$ cat config.mk
export PLATFORM = sky130hd
export DESIGN_NAME = isc_flash_tap_target
export DESIGN_NICKNAME = d
export VERILOG_FILES = /design/src/rtl/isc_flash_pkg.sv /design/src/rtl/isc_ir_unit.sv /design/src/rtl/isc_dr_shift.sv /design/src/rtl/isc_flash_core.sv /design/src/rtl/isc_flash_tap_target.sv
export SDC_FILE = /design/constraint.sdc
export NUM_CORES = 1
export LEC_CHECK = 0
export CORE_MARGIN = 2
export CORE_UTILIZATION = 57
export DETAILED_ROUTE_END_ITERATION = 12
export DONT_BUFFER_PORTS = 1
export MAX_ROUTING_LAYER = met4
export PLACE_DENSITY = 0.75
export RECOVER_POWER = 25
export SLEW_MARGIN = 20
export SYNTH_ARGS = -nofsm -noshare
export SYNTH_HDL_FRONTEND = slang
export SYNTH_SLANG_ARGS = --single-unit
$ cat constraint.sdc
create_clock -name clk -period 2 [get_ports clk]
set_input_delay 0.2 -clock clk [delete_from_list [all_inputs] [get_ports clk]]
set_output_delay 0.2 -clock clk [all_outputs]
set_load 0.1 [all_outputs]
$ cat src/rtl/isc_flash_pkg.sv
package isc_flash_pkg;

    localparam int DATA_W = 64;
    localparam int SR_W   = 7;

    localparam logic [7:0] OPC_CFG_READ = 8'h07;
    localparam logic [7:0] OPC_MODE_ON  = 8'h0C;
    localparam logic [7:0] OPC_MODE_OFF = 8'h0F;
    localparam logic [7:0] OPC_STATUS   = 8'h10;
    localparam logic [7:0] OPC_ADDR     = 8'h11;
    localparam logic [7:0] OPC_CLEAR    = 8'h13;
    localparam logic [7:0] OPC_PROG     = 8'h20;
    localparam logic [7:0] OPC_SECURE   = 8'h22;
    localparam logic [7:0] OPC_ERASE    = 8'h30;
    localparam logic [7:0] OPC_BLANK    = 8'h60;
    localparam logic [7:0] OPC_IDCODE   = 8'hFE;

    localparam logic [7:0] OPT_ADDR      = 8'h50;
    localparam int         OPT_ERASE_BIT = 49;

    localparam logic [1:0] RES_NONE = 2'd0;
    localparam logic [1:0] RES_BAD  = 2'd1;
    localparam logic [1:0] RES_OK   = 2'd2;
    localparam logic [1:0] RES_OFF  = 2'd3;

    typedef enum logic [2:0] {
        SEL_BYPASS, SEL_STATUS, SEL_ADDR, SEL_DATA, SEL_ID
    } dr_sel_e;

    typedef enum logic [2:0] {
        OP_NONE, OP_PROG, OP_SECURE, OP_ERASE, OP_BLANK
    } op_kind_e;

    typedef struct packed {
        logic       rsvd;
        logic       secure;
        logic [1:0] int_err;
        logic       mode_on;
        logic       done;
        logic [1:0] res;
    } status_t;

    function automatic dr_sel_e decode_sel(input logic [7:0] op);
        case (op)
            OPC_STATUS:                                  return SEL_STATUS;
            OPC_ADDR:                                    return SEL_ADDR;
            OPC_CFG_READ, OPC_PROG, OPC_ERASE, OPC_BLANK: return SEL_DATA;
            OPC_IDCODE:                                  return SEL_ID;
            default:                                     return SEL_BYPASS;
        endcase
    endfunction

    function automatic logic is_known(input logic [7:0] op);
        case (op)
            OPC_CFG_READ, OPC_MODE_ON, OPC_MODE_OFF, OPC_STATUS, OPC_ADDR,
            OPC_CLEAR, OPC_PROG, OPC_SECURE, OPC_ERASE, OPC_BLANK,
            OPC_IDCODE: return 1'b1;
            default:    return 1'b0;
        endcase
    endfunction

    function automatic logic [SR_W-1:0] sel_width(input dr_sel_e s);
        case (s)
            SEL_STATUS: return SR_W'(8);
            SEL_ADDR:   return SR_W'(8);
            SEL_DATA:   return SR_W'(DATA_W);
            SEL_ID:     return SR_W'(32);
            default:    return SR_W'(1);
        endcase
    endfunction

endpackage

$ cat src/rtl/isc_ir_unit.sv
module isc_ir_unit
    import isc_flash_pkg::*;
(
    input  logic       clk,
    input  logic       rst,
    input  logic       tdi,
    input  logic       ir_capture,
    input  logic       ir_shift,
    input  logic       ir_update,
    output logic [7:0] ir_cur,
    output logic [7:0] ir_next
);
    logic [7:0] sr_q;

    always_ff @(posedge clk) begin
        if (rst) begin
            sr_q   <= 8'h00;
            ir_cur <= OPC_IDCODE;
        end else begin
            if (ir_capture)
                sr_q <= 8'h01;
            else if (ir_shift)
                sr_q <= {tdi, sr_q[7:1]};
            if (ir_update)
                ir_cur <= sr_q;
        end
    end

    assign ir_next = sr_q;
endmodule

$ cat src/rtl/isc_dr_shift.sv
module isc_dr_shift
    import isc_flash_pkg::*;
(
    input  logic              clk,
    input  logic              rst,
    input  logic              tdi,
    input  logic              capture,
    input  logic              shift,
    input  logic [SR_W-1:0]   width,
    input  logic [DATA_W-1:0] cap_val,
    output logic [DATA_W-1:0] sr
);
    localparam int IDX_W = $clog2(DATA_W);

    logic [IDX_W-1:0]  msb;
    logic [DATA_W-1:0] nxt;

    always_comb begin
        msb      = IDX_W'(width - SR_W'(1));
        nxt      = sr >> 1;
        nxt[msb] = tdi;
    end

    always_ff @(posedge clk) begin
        if (rst)
            sr <= '0;
        else if (capture)
            sr <= cap_val;
        else if (shift)
            sr <= nxt;
    end
endmodule

$ cat src/rtl/isc_flash_core.sv
module isc_flash_core
    import isc_flash_pkg::*;
#(
    parameter int BUSY_CYCLES = 8
) (
    input  logic              clk,
    input  logic              rst,
    input  logic              ir_update,
    input  logic [7:0]        ir_next,
    input  logic              dr_update,
    input  logic [7:0]        ir_cur,
    input  logic [DATA_W-1:0] dr_val,
    output status_t           status,
    output logic [DATA_W-1:0] options,
    output logic [DATA_W-1:0] blank_res,
    output logic [7:0]        addr,
    output logic              op_req
);
    localparam int CNT_W = $clog2(BUSY_CYCLES + 1);

    logic              mode_on, secure, done;
    logic [1:0]        res;
    logic [CNT_W-1:0]  cnt;
    op_kind_e          req_kind, pend_kind;
    logic [DATA_W-1:0] pend_data, dirty;
    logic [7:0]        pend_addr;

    always_comb begin
        req_kind = OP_NONE;
        if (ir_update && ir_next == OPC_SECURE)
            req_kind = OP_SECURE;
        else if (dr_update) begin
            case (ir_cur)
                OPC_PROG:  req_kind = OP_PROG;
                OPC_ERASE: req_kind = OP_ERASE;
                OPC_BLANK: req_kind = OP_BLANK;
                default:   req_kind = OP_NONE;
            endcase
        end
        op_req = (req_kind != OP_NONE);
    end

    always_ff @(posedge clk) begin
        if (rst) begin
            mode_on   <= 1'b0;
            secure    <= 1'b0;
            done      <= 1'b1;
            res       <= RES_NONE;
            cnt       <= '0;
            pend_kind <= OP_NONE;
            pend_data <= '0;
            pend_addr <= '0;
            dirty     <= '0;
            options   <= '0;
            blank_res <= '0;
            addr      <= '0;
        end else begin
            if (dr_update && ir_cur == OPC_ADDR)
                addr <= dr_val[7:0];

            if (!done) begin
                if (cnt == '0) begin
                    done <= 1'b1;
                    res  <= RES_OK;
                    case (pend_kind)
                        OP_PROG: begin
                            if (pend_addr[7:6] == 2'b00)
                                dirty[pend_addr[5:0]] <= 1'b1;
                            else if (pend_addr == OPT_ADDR)
                                options <= pend_data;
                        end
                        OP_SECURE: secure <= 1'b1;
                        OP_ERASE: begin
                            if (&pend_data) begin
                                dirty   <= '0;
                                options <= '0;
                                secure  <= 1'b0;
                            end else if (pend_data == (DATA_W'(1) << OPT_ERASE_BIT))
                                options <= '0;
                            else
                                dirty <= dirty & ~pend_data;
                        end
                        OP_BLANK: blank_res <= dirty & pend_data;
                        default: ;
                    endcase
                end else
                    cnt <= cnt - CNT_W'(1);
            end

            if (ir_update) begin
                case (ir_next)
                    OPC_MODE_ON:  mode_on <= 1'b1;
                    OPC_MODE_OFF: mode_on <= 1'b0;
                    OPC_CLEAR:    if (done) res <= RES_NONE;
                    default:      if (done && !is_known(ir_next)) res <= RES_BAD;
                endcase
            end

            if (op_req && done) begin
                if (mode_on) begin
                    done      <= 1'b0;
                    cnt       <= CNT_W'(BUSY_CYCLES - 1);
                    pend_kind <= req_kind;
                    pend_data <= dr_val;
                    pend_addr <= addr;
                end else
                    res <= RES_OFF;
            end
        end
    end

    always_comb begin
        status         = '0;
        status.secure  = secure;
        status.mode_on = mode_on;
        status.done    = done;
        status.res     = res;
    end
endmodule

$ cat src/rtl/isc_flash_tap_target.sv
module isc_flash_tap_target
    import isc_flash_pkg::*;
#(
    parameter logic [31:0] ID_CODE     = 32'h1234_5671,
    parameter int          BUSY_CYCLES = 8
) (
    input  logic clk,
    input  logic rst,
    input  logic tdi,
    input  logic ir_capture,
    input  logic ir_shift,
    input  logic ir_update,
    input  logic dr_capture,
    input  logic dr_shift,
    input  logic dr_update,
    output logic tdo
);
    logic [7:0]        ir_cur, ir_next, addr;
    logic [DATA_W-1:0] dr_sr, cap_val, options, blank_res;
    logic [SR_W-1:0]   width;
    dr_sel_e           sel;
    status_t           status;
    logic              op_req;

    isc_ir_unit u_ir (
        .clk(clk), .rst(rst), .tdi(tdi),
        .ir_capture(ir_capture), .ir_shift(ir_shift), .ir_update(ir_update),
        .ir_cur(ir_cur), .ir_next(ir_next)
    );

    always_comb begin
        sel   = decode_sel(ir_cur);
        width = sel_width(sel);
        case (sel)
            SEL_STATUS: cap_val = DATA_W'(status);
            SEL_ADDR:   cap_val = DATA_W'(addr);
            SEL_ID:     cap_val = DATA_W'(ID_CODE);
            SEL_DATA:   cap_val = (ir_cur == OPC_CFG_READ) ? options :
                                  (ir_cur == OPC_BLANK)    ? blank_res : '0;
            default:    cap_val = '0;
        endcase
    end

    isc_dr_shift u_dr (
        .clk(clk), .rst(rst), .tdi(tdi),
        .capture(dr_capture), .shift(dr_shift),
        .width(width), .cap_val(cap_val), .sr(dr_sr)
    );

    isc_flash_core #(.BUSY_CYCLES(BUSY_CYCLES)) u_core (
        .clk(clk), .rst(rst),
        .ir_update(ir_update), .ir_next(ir_next),
        .dr_update(dr_update), .ir_cur(ir_cur), .dr_val(dr_sr),
        .status(status), .options(options), .blank_res(blank_res),
        .addr(addr), .op_req(op_req)
    );

    assign tdo = ir_shift ? ir_next[0] : dr_sr[0];
endmodule

==> results.md, run 1 <==
- The predominant post-synthesis flop cell is sky130_fd_sc_hd__dfxtp_1.
- At the end of routability-driven placement, the weighted congestion stood at 0.917.
- The number of enable flip-flop cells after synthesis is 0.
- The die outline area is around 28000 um^2.
- The post-synthesis instance total is ~1.7k.
- The measured slew at the worst slew-check pin is 0.593 ns.
- The initial cell density of the core is 57.6%.
- The worst setup path category is reg2reg.
- The clock slew at the register clock pins of the worst setup and hold paths is 0.06 ns.
- The worst setup path is captured at a flop.
- The maximum number of pins on one net before global-route repair is ~290.
- The hold violation count in the final report is 223.
- Max-cap violations in this run came to 0.
- The count of yosys warnings during synthesis is 0.
- Summing the areas of all compound-gate instances in the mapped netlist gives between 20% and 30% of the synthesized area.
- The maximum number of buffers from clock root to sink is 3.
- Combinational logic burns under 10% of the power.
- The core region is 26700 um^2.
- Setup repair after global routing could not meet its margin everywhere.
- The H-tree depth is 2.
- The routed layout has 14.8k vias.
- The number of antenna violations at the first check in global routing is 0.
- After clock tree synthesis, the flow added hold-fix buffers numbering 12.
- After Yosys synthesis, full adders, half adders and majority gates account for 0.0813% of the synthesized area.
- TritonCTS built the clock tree.
- The post-route non-filler standard cell count is 2196.
- The min-delay analysis places its worst path in the category in2reg.
- The sequential cell area fraction in the yosys report is 47.3%.
- The root buffer selected by CTS is sky130_fd_sc_hd__clkbuf_16.
- The number of optimization iterations in the first detailed-route pass is 6.
- For this run, design rule violations remaining after detail routing come to 0.
- The average detailed-routed wire length per instance is between 20 and 25 um.
- The CTS sink count is 364.
- Ranked by instance count, the synthesized netlist is headed by sky130_fd_sc_hd__dfxtp_1, sky130_fd_sc_hd__nand2_1, sky130_fd_sc_hd__nand3_1, sky130_fd_sc_hd__a21oi_1, sky130_fd_sc_hd__clkbuf_1.
- A synthesized cell averages 8.92 um^2.
- The netlist area before placement is 15400 um^2.
- In this run the worst path has a maximum fanout of 13.
- The maximum vdd drop is between 0.0006 and 0.0007 V.
- The share of total power in sequential cells is 49.4%.
- For this run the aggregate overflow at the end of global routing stands at 0.
- Measured against its own limit, the worst slew margin works out to 60.4%.
- After synthesis, the cell types taking the most area are sky130_fd_sc_hd__dfxtp_1, sky130_fd_sc_hd__nand2_1, sky130_fd_sc_hd__mux2i_1.
- STA puts the critical path data required time at 2.40 ns.
- Internal power comes to 0.0118 W.
- The clock arrives with 0.0239 ns of skew.
- The later pin in the worst-skew pair is clocked with a latency of 0.53 ns.
- The switching fraction of total power is around 21%.
- The share of the synthesized area in the top cell type is 47.3%.
- The filler cells instantiated in the layout total 1910.
- The diode insertion count for antenna repair is 0.
- The power density over the cells is 784 nW/um^2.
- The total of flip-flops plus latches after synthesis is 364.
- The count of cell types in the netlist is 72.
- The vias per cell is 6.73.
- The final count of pins violating max slew is 0.
- The reported leakage power is between 6 and 7 nW.
- The post-route fraction of the period consumed by the critical path is 104%.
- The number of nets still failing antenna checks after routing is 0.
- The number of rows created at floorplan is 60.
- Counting flops with an async set or reset pin after synthesis yields a share of 0%.
- The cell total after placement is 2088.
- In the global route stage, overall resource usage came out at between 30% and 40%.
- The area added between synthesis and finish is 24.4%.
- Setup violations remaining at the end of the flow were counted as 91.
- The fmax is 479 MHz.
- The reported net switching power is about 0.0032 W.
- The basic-gate share of the synthesized area counting and, or, nand and nor cells is between 10% and 20%.
- The synthesized net count is between 1.5k and 2k.
- The portion of synthesized area spent on multiplexers is around 5.0%.
- The total routed wirelength is 51.1 mm.
- Port buffering added 0 buffers.
- Buffers inserted during clock tree synthesis total 39.
- The HPWL reported at the end of detailed placement is 28.9 mm.
- 10 I/O pins were placed.
- Of the cells placed in the final design, the portion with a size suffix greater than 1 is 24.5%.
- The flow ran to the end, but the final reports show violations.
- The vertical die dimension is 168 um.
- The kind of start point of the critical path is a flop.
- The post-placement setup slack is -0.101 ns.
- The most frequently used cell type in the post-synthesis netlist is sky130_fd_sc_hd__dfxtp_1.
- The utilization after layout is approximately 70%.
- The checks that failed: negative hold slack, negative setup slack.
- The first global-routing pass estimated 76.3 mm of wire.
- The final layout net count is 1837.
- The via count of the first global-routing pass is 13.9k.
- The worst hold slack after final layout is -0.245 ns.
- The die is 168 um wide.
- The arrival time at the worst endpoint is 2.49 ns.
- The biggest area contributor in the post-synthesis netlist is sky130_fd_sc_hd__dfxtp_1.
- The first routing iteration left 1901 violations.
- The smallest clock period supported by the final layout is computed as 2.09 ns.
- The final worst slack is -0.0894 ns.
- The combinational family with the most area after synthesis is compound AO/OA/AOI/OAI gates.
- Per report_power, the clock group accounts for 47.9% of the total.
- The synthesized netlist devotes less than 1% of its cell area to XOR and XNOR gates.
## registers in the layout, summed over array words and instances (netlist names)
register          flops
u_core.addr           8
u_core.blank_res     64
u_core.cnt            4
u_core.dirty         64
u_core.done           1
u_core.mode_on        1
u_core.options       64
u_core.pend_addr      8
u_core.pend_data     64
u_core.pend_kind      3
u_core.res            2
u_core.secure         1
u_dr.sr              64
u_ir.ir_cur           8
u_ir.ir_next          8
## final timing paths
path | slack, ns | from | end | depth (start not counted)
min reg2reg | 0.45 | u_core.blank_res[28] | u_core.blank_res[28] | 2
min | -0.24 | rst | u_core.cnt[1] | 1
max reg2reg | -0.09 | u_core.pend_data[25] | u_core.options[22] | 6
max | -0.09 | u_core.pend_data[25] | u_core.options[22] | 6
## routing by layer
layer	up-vias	wire length (um)	GRT usage, %
met5	-	0	-
met4	0	2180	13.3
met3	187	4710	5.03
met2	777	23700	53.8
met1	7222	20500	44.4
li1	6593	-	-
## placed cells by master, fill, tap and decap left out, types with 7 or more instances in the layout
master,n
sky130_fd_sc_hd__a211oi_1,68
sky130_fd_sc_hd__a21oi_1,99
sky130_fd_sc_hd__a21oi_2,57
sky130_fd_sc_hd__a221oi_1,59
sky130_fd_sc_hd__a22oi_1,68
sky130_fd_sc_hd__buf_12,31
sky130_fd_sc_hd__buf_4,127
sky130_fd_sc_hd__buf_6,10
sky130_fd_sc_hd__clkbuf_1,24
sky130_fd_sc_hd__clkbuf_16,52
sky130_fd_sc_hd__clkbuf_8,7
sky130_fd_sc_hd__dfxtp_1,358
sky130_fd_sc_hd__dlygate4sd3_1,10
sky130_fd_sc_hd__inv_1,8
sky130_fd_sc_hd__mux2i_1,71
sky130_fd_sc_hd__nand2_1,234
sky130_fd_sc_hd__nand2_2,67
sky130_fd_sc_hd__nand2b_1,13
sky130_fd_sc_hd__nand3_1,128
sky130_fd_sc_hd__nand3_2,9
sky130_fd_sc_hd__nand4_1,26
sky130_fd_sc_hd__nor2_1,37
sky130_fd_sc_hd__nor2b_1,15
sky130_fd_sc_hd__nor4_1,13
sky130_fd_sc_hd__nor4_2,12
sky130_fd_sc_hd__o21ai_0,49
sky130_fd_sc_hd__o21ai_1,18
sky130_fd_sc_hd__o2bb2ai_1,49
sky130_fd_sc_hd__o2bb2ai_2,15
## layout make-up
class,count,area (um^2),area share [%]
repair buffers,205,2180,11.4
inverters,11,42.5,0.222
flip-flops and latches,364,7290,38.1
multi-input cells,1206,7940,41.5
clock inverters,6,82.6,0.431
well taps,341,427,2.23
clock buffers,63,1180,6.16
## logic make-up (layout without fill, tap and decap cells)
group                      after synthesis  after routing
adders and majority gates                1              1
DFF                                    364            364
and+or+nand+nor                        608            609
buffers and inverters                  157            285
xor gates and xnor gates                 2              2
muxes                                   76             76
AOI/OAI and AO/OA                      518            518
## worst max-delay path, cell delays in order (launching register included)
cell and delay, ns:
sky130_fd_sc_hd__dfxtp_1 0.41, sky130_fd_sc_hd__nor4_2 0.28, sky130_fd_sc_hd__nand4_1 0.24, sky130_fd_sc_hd__nor4_2 0.35, sky130_fd_sc_hd__and3b_4 0.33, sky130_fd_sc_hd__clkbuf_16 0.21
sky130_fd_sc_hd__o2bb2ai_1 0.13
## power by group through the flow
stage | registers (W) | clock network [W] | logic, W
2_1_floorplan | 0.00754 | 0 | 0.000400
3_3_place_gp | 0.00757 | 0 | 0.000346
3_5_place_dp | 0.00757 | 0 | 0.000361
4_1_cts | 0.00741 | 0.00719 | 0.000397
5_1_grt | 0.00742 | 0.00748 | 0.000434
6_report | 0.00742 | 0.00718 | 0.000404
## timing repair
action / 4_1_cts / 5_1_grt
setup endpoints to repair: 112 / 279
cloned: 0 / 16
buffers inserted: 2 / 9
hold endpoints to repair: 297 / 280
pin swaps: 5 / 57
gates resized for setup: 16 / 113
## metrics by stage
stage	setup TNS (ns)	power (W)	area, um^2	hold WS (ns)
after floorplan	-1.03	0.00794	15500	0.326
after global placement	-7.39	0.00791	16900	0.295
after detailed placement	-5.80	0.00793	16900	0.302
after CTS	0	0.0150	18400	-0.241
after global routing	-11.08	0.0153	19100	-0.256
final	-3.71	0.0150	19100	-0.245
Power figures use the tool's default switching activity.
==> run 2: changes to the inputs <==
--- a/config.mk
+++ b/config.mk
@@ -5,6 +5,7 @@
 export SDC_FILE = /design/constraint.sdc
 export NUM_CORES = 1
 export LEC_CHECK = 0
+export CORE_ASPECT_RATIO = 1.75
 export CORE_MARGIN = 2
 export CORE_UTILIZATION = 57
 export DETAILED_ROUTE_END_ITERATION = 12
==> results.md, run 2 (synthesis gave the netlist of run 1 again) <==
- The run finished, with violations left.
- The final reports fail on negative hold slack, negative setup slack.
- The placeable core area was 26600 um^2 (-0.51%).
- The horizontal extent of the die was 128 um (-24%).
- The routability congestion estimate from global placement is 0.918 (+0.11%).
- The ratio of cells with drive above 1 in the final layout is 23.6% (-0.94 points).
- The cell total after placement was 2066 (-1.1%).
- The post-route fraction of the period consumed by the critical path was 104% (-0.56 points).
- The number of nets still failing antenna checks after routing is 0 (unchanged).
- The post-cts hold buffer count was 19 (+7).
- The H-tree depth is 2 (unchanged).
- The global route total overflow came to 0 (unchanged).
- The setup path with the least slack is of type reg2reg.
- The reported leakage power is 6.53 nW (about the same).
- The vertical die dimension came to 221 um (+32%).
- The vias per cell is 6.71 (-0.35%).
- The total routed wirelength was 50.8 mm (-0.59%).
- The path class of the tightest hold or removal check is in2reg.
- The tree is rooted in a sky130_fd_sc_hd__clkbuf_16.
- Compared with the post-synthesis result, the final layout area differs by 23.9%.
- The post-placement setup slack is -0.188 ns (-0.0867 ns).
- The via total after detailed routing is 14.6k (-1.4%).
- The measured slew at the worst slew-check pin is 0.886 ns (+0.292 ns).
- The number of antenna violations at the first check in global routing is 0 (unchanged).
- The initial cell density of the core is 57.9% (+0.30 points).
- The maximum number of buffers from clock root to sink is 3 (unchanged).
- The final count of pins violating max slew is 0 (unchanged).
- The global routing usage summed across all routing layers is 34.1% (about the same).
- The delay contributed by the slowest stage of the critical path came to 0.38 ns (-0.03 ns).
- Setup repair after global routing could not meet its margin everywhere.
- The hold violation count in the final report is 276 (+24%).
- The clock period minus worst slack is 2.08 ns (-0.0112 ns).
- The via count of the first global-routing pass was 14.2k (+1.6%).
- The final setup violation count was 69 (-24%).
- The die outline area was 28400 um^2 (+0.18%).
- The critical path goes through nor4_4 > nor4b_4 > clkbuf_2 > buf_12 > buf_16 > a221oi_1 > a211oi_1.
- The number of optimization iterations in the first detailed-route pass is 8 (+2).
- The filler cell count in the final layout is 1914 (+0.21%).
- The worst hold slack after final layout came to -0.239 ns (+0.00604 ns).
- Leaving out fill and tap cells, the most frequent cell in the layout is sky130_fd_sc_hd__dfxtp_1.
- The CTS sink count is 364 (unchanged).
- The total I/O pin count is 10 (unchanged).
- TritonCTS built the clock tree.
- The post-route non-filler standard cell count is 2172 (-1.1%).
- The data required time of the critical path is 2.41 ns (about the same).
- The worst setup path is launched from a flop.
- The final worst slack is -0.0782 ns (+0.0112 ns).
- The power consumption was 0.0152 W (+1.1%).
- The number of buffers inserted by port buffering is 0 (unchanged).
- The diode insertion count for antenna repair is 0 (unchanged).
- The source-to-sink clock delay at the later pin of the worst-skew pair is 0.55 ns (+0.02 ns).
- The remaining design rule violation count is 0 (unchanged).
- The utilization after layout was 71.7% (+0.095 points).
- The clock slew at the register clock pins of the worst setup and hold paths is 0.06 ns (about the same).
- The fmax came to 481 MHz (+0.54%).
- The average detailed-routed wire length per instance is 23.4 um (+0.51%).
- The number of rows created at floorplan is 79 (+32%).
- The maximum fanout along the worst path is 11 (-2).
- The summed negative setup slack over all endpoints is -2.52 ns (+1.19 ns).
- STA classifies the critical path endpoint as a flop.
- The standard cell with the maximum stage delay on the critical path is sky130_fd_sc_hd__a211oi_1.
- The max-capacitance violation count is 0 (unchanged).
- The global-route wire length before repair was 75.2 mm (-1.4%).
- The HPWL reported at the end of detailed placement was 29.4 mm (+1.7%).
- The clock skew was 0.0328 ns (+0.00886 ns).
- The power density over the cells came to 795 nW/um^2 (+1.4%).
- The number of clock buffers inserted by TritonCTS was 35 (-10%).
- The worst max-slew margin expressed relative to the limit is 40.9% (-19 points).
- The maximum vdd drop came to 0.000861 V (+29%).
- The library cells used most frequently in the layout, excluding fill and tap cells, are sky130_fd_sc_hd__dfxtp_1, sky130_fd_sc_hd__nand2_1, sky130_fd_sc_hd__nand3_1.
- The number of design-rule violations left by the first detailed-router iteration is 1551 (-18%).
- The final layout net count came to 1833 (-0.22%).
- The arrival time at the worst endpoint is 2.49 ns (about the same).
- The maximum number of pins on one net before global-route repair was 291 (unchanged).
run 2: cell types whose count changed in the layout (fill, tap and decap cells not counted), moves of 6 or more:
cell and delta:
sky130_fd_sc_hd__a21oi_2 -13, sky130_fd_sc_hd__a21oi_1 +13, sky130_fd_sc_hd__dlygate4sd3_1 +7, sky130_fd_sc_hd__a22oi_1 -8, sky130_fd_sc_hd__clkbuf_1 -16, sky130_fd_sc_hd__a22oi_2 +8, sky130_fd_sc_hd__nand3_2 -7, sky130_fd_sc_hd__o21ai_0 +18
sky130_fd_sc_hd__nand2_1 +6, sky130_fd_sc_hd__nand3_1 +8, sky130_fd_sc_hd__o21ai_1 -18
run 2: per-layer routing:
metal / routed length, um / vias to the layer above / track usage, %
li1: - / 6577 / -
met1: 18200 / 6990 / 38.0
met2: 24500 / 725 / 56.4
met3: 3830 / 274 / 4.86
met4: 4260 / 0 / 22.0
met5: 0 / - / -
run 2: path summary, 6_finish.rpt:
check | cells after the start | endpoint | slack [ns] | start
min | 1 | u_dr.sr[60] | -0.24 | rst
min reg2reg | 2 | u_core.blank_res[56] | 0.45 | u_core.blank_res[56]
max | 7 | u_dr.sr[15] | -0.08 | u_ir.ir_cur[3]
max reg2reg | 7 | u_dr.sr[15] | -0.08 | u_ir.ir_cur[3]
run 2: layout make-up:
class | instances | area, um^2 | share of cell area, %
Clock inverter | 11 | 191 | 1.00
Multi-Input combinational cell | 1205 | 7890 | 41.4
Sequential cell | 364 | 7300 | 38.3
Inverter | 11 | 42.5 | 0.223
Clock buffer | 51 | 1080 | 5.65
Timing Repair Buffer | 206 | 2170 | 11.4
Tap cell | 324 | 405 | 2.13
run 2: through the flow:
step	instance area, um^2	hold slack [ns]
6_report	19100	-0.239
3_5_place_dp	16900	0.293
4_1_cts	18500	-0.279
5_1_grt	19100	-0.285
2_1_floorplan	15500	0.326
3_3_place_gp	16900	0.290
run 2: power breakdown:
part | internal, W | switching (W)
clock | 0.00440 | 0.00293
sequential | 0.00732 | 0.0000891
combinational | 0.000196 | 0.000226
run 2: worst max-delay path, delay by kind of cell, from the launching register on:
family          cells  cell delay (ns)
buf+inv             3             0.56
simple gates        2             0.52
compound gates      2             0.48
flops               1             0.36
run 2: repair_timing:
item,in CTS,in global routing
gates cloned,1,13
resized for setup,15,70
pin swaps,5,26
setup endpoints to repair,155,251
buffers inserted,3,10
hold endpoints to repair,301,280
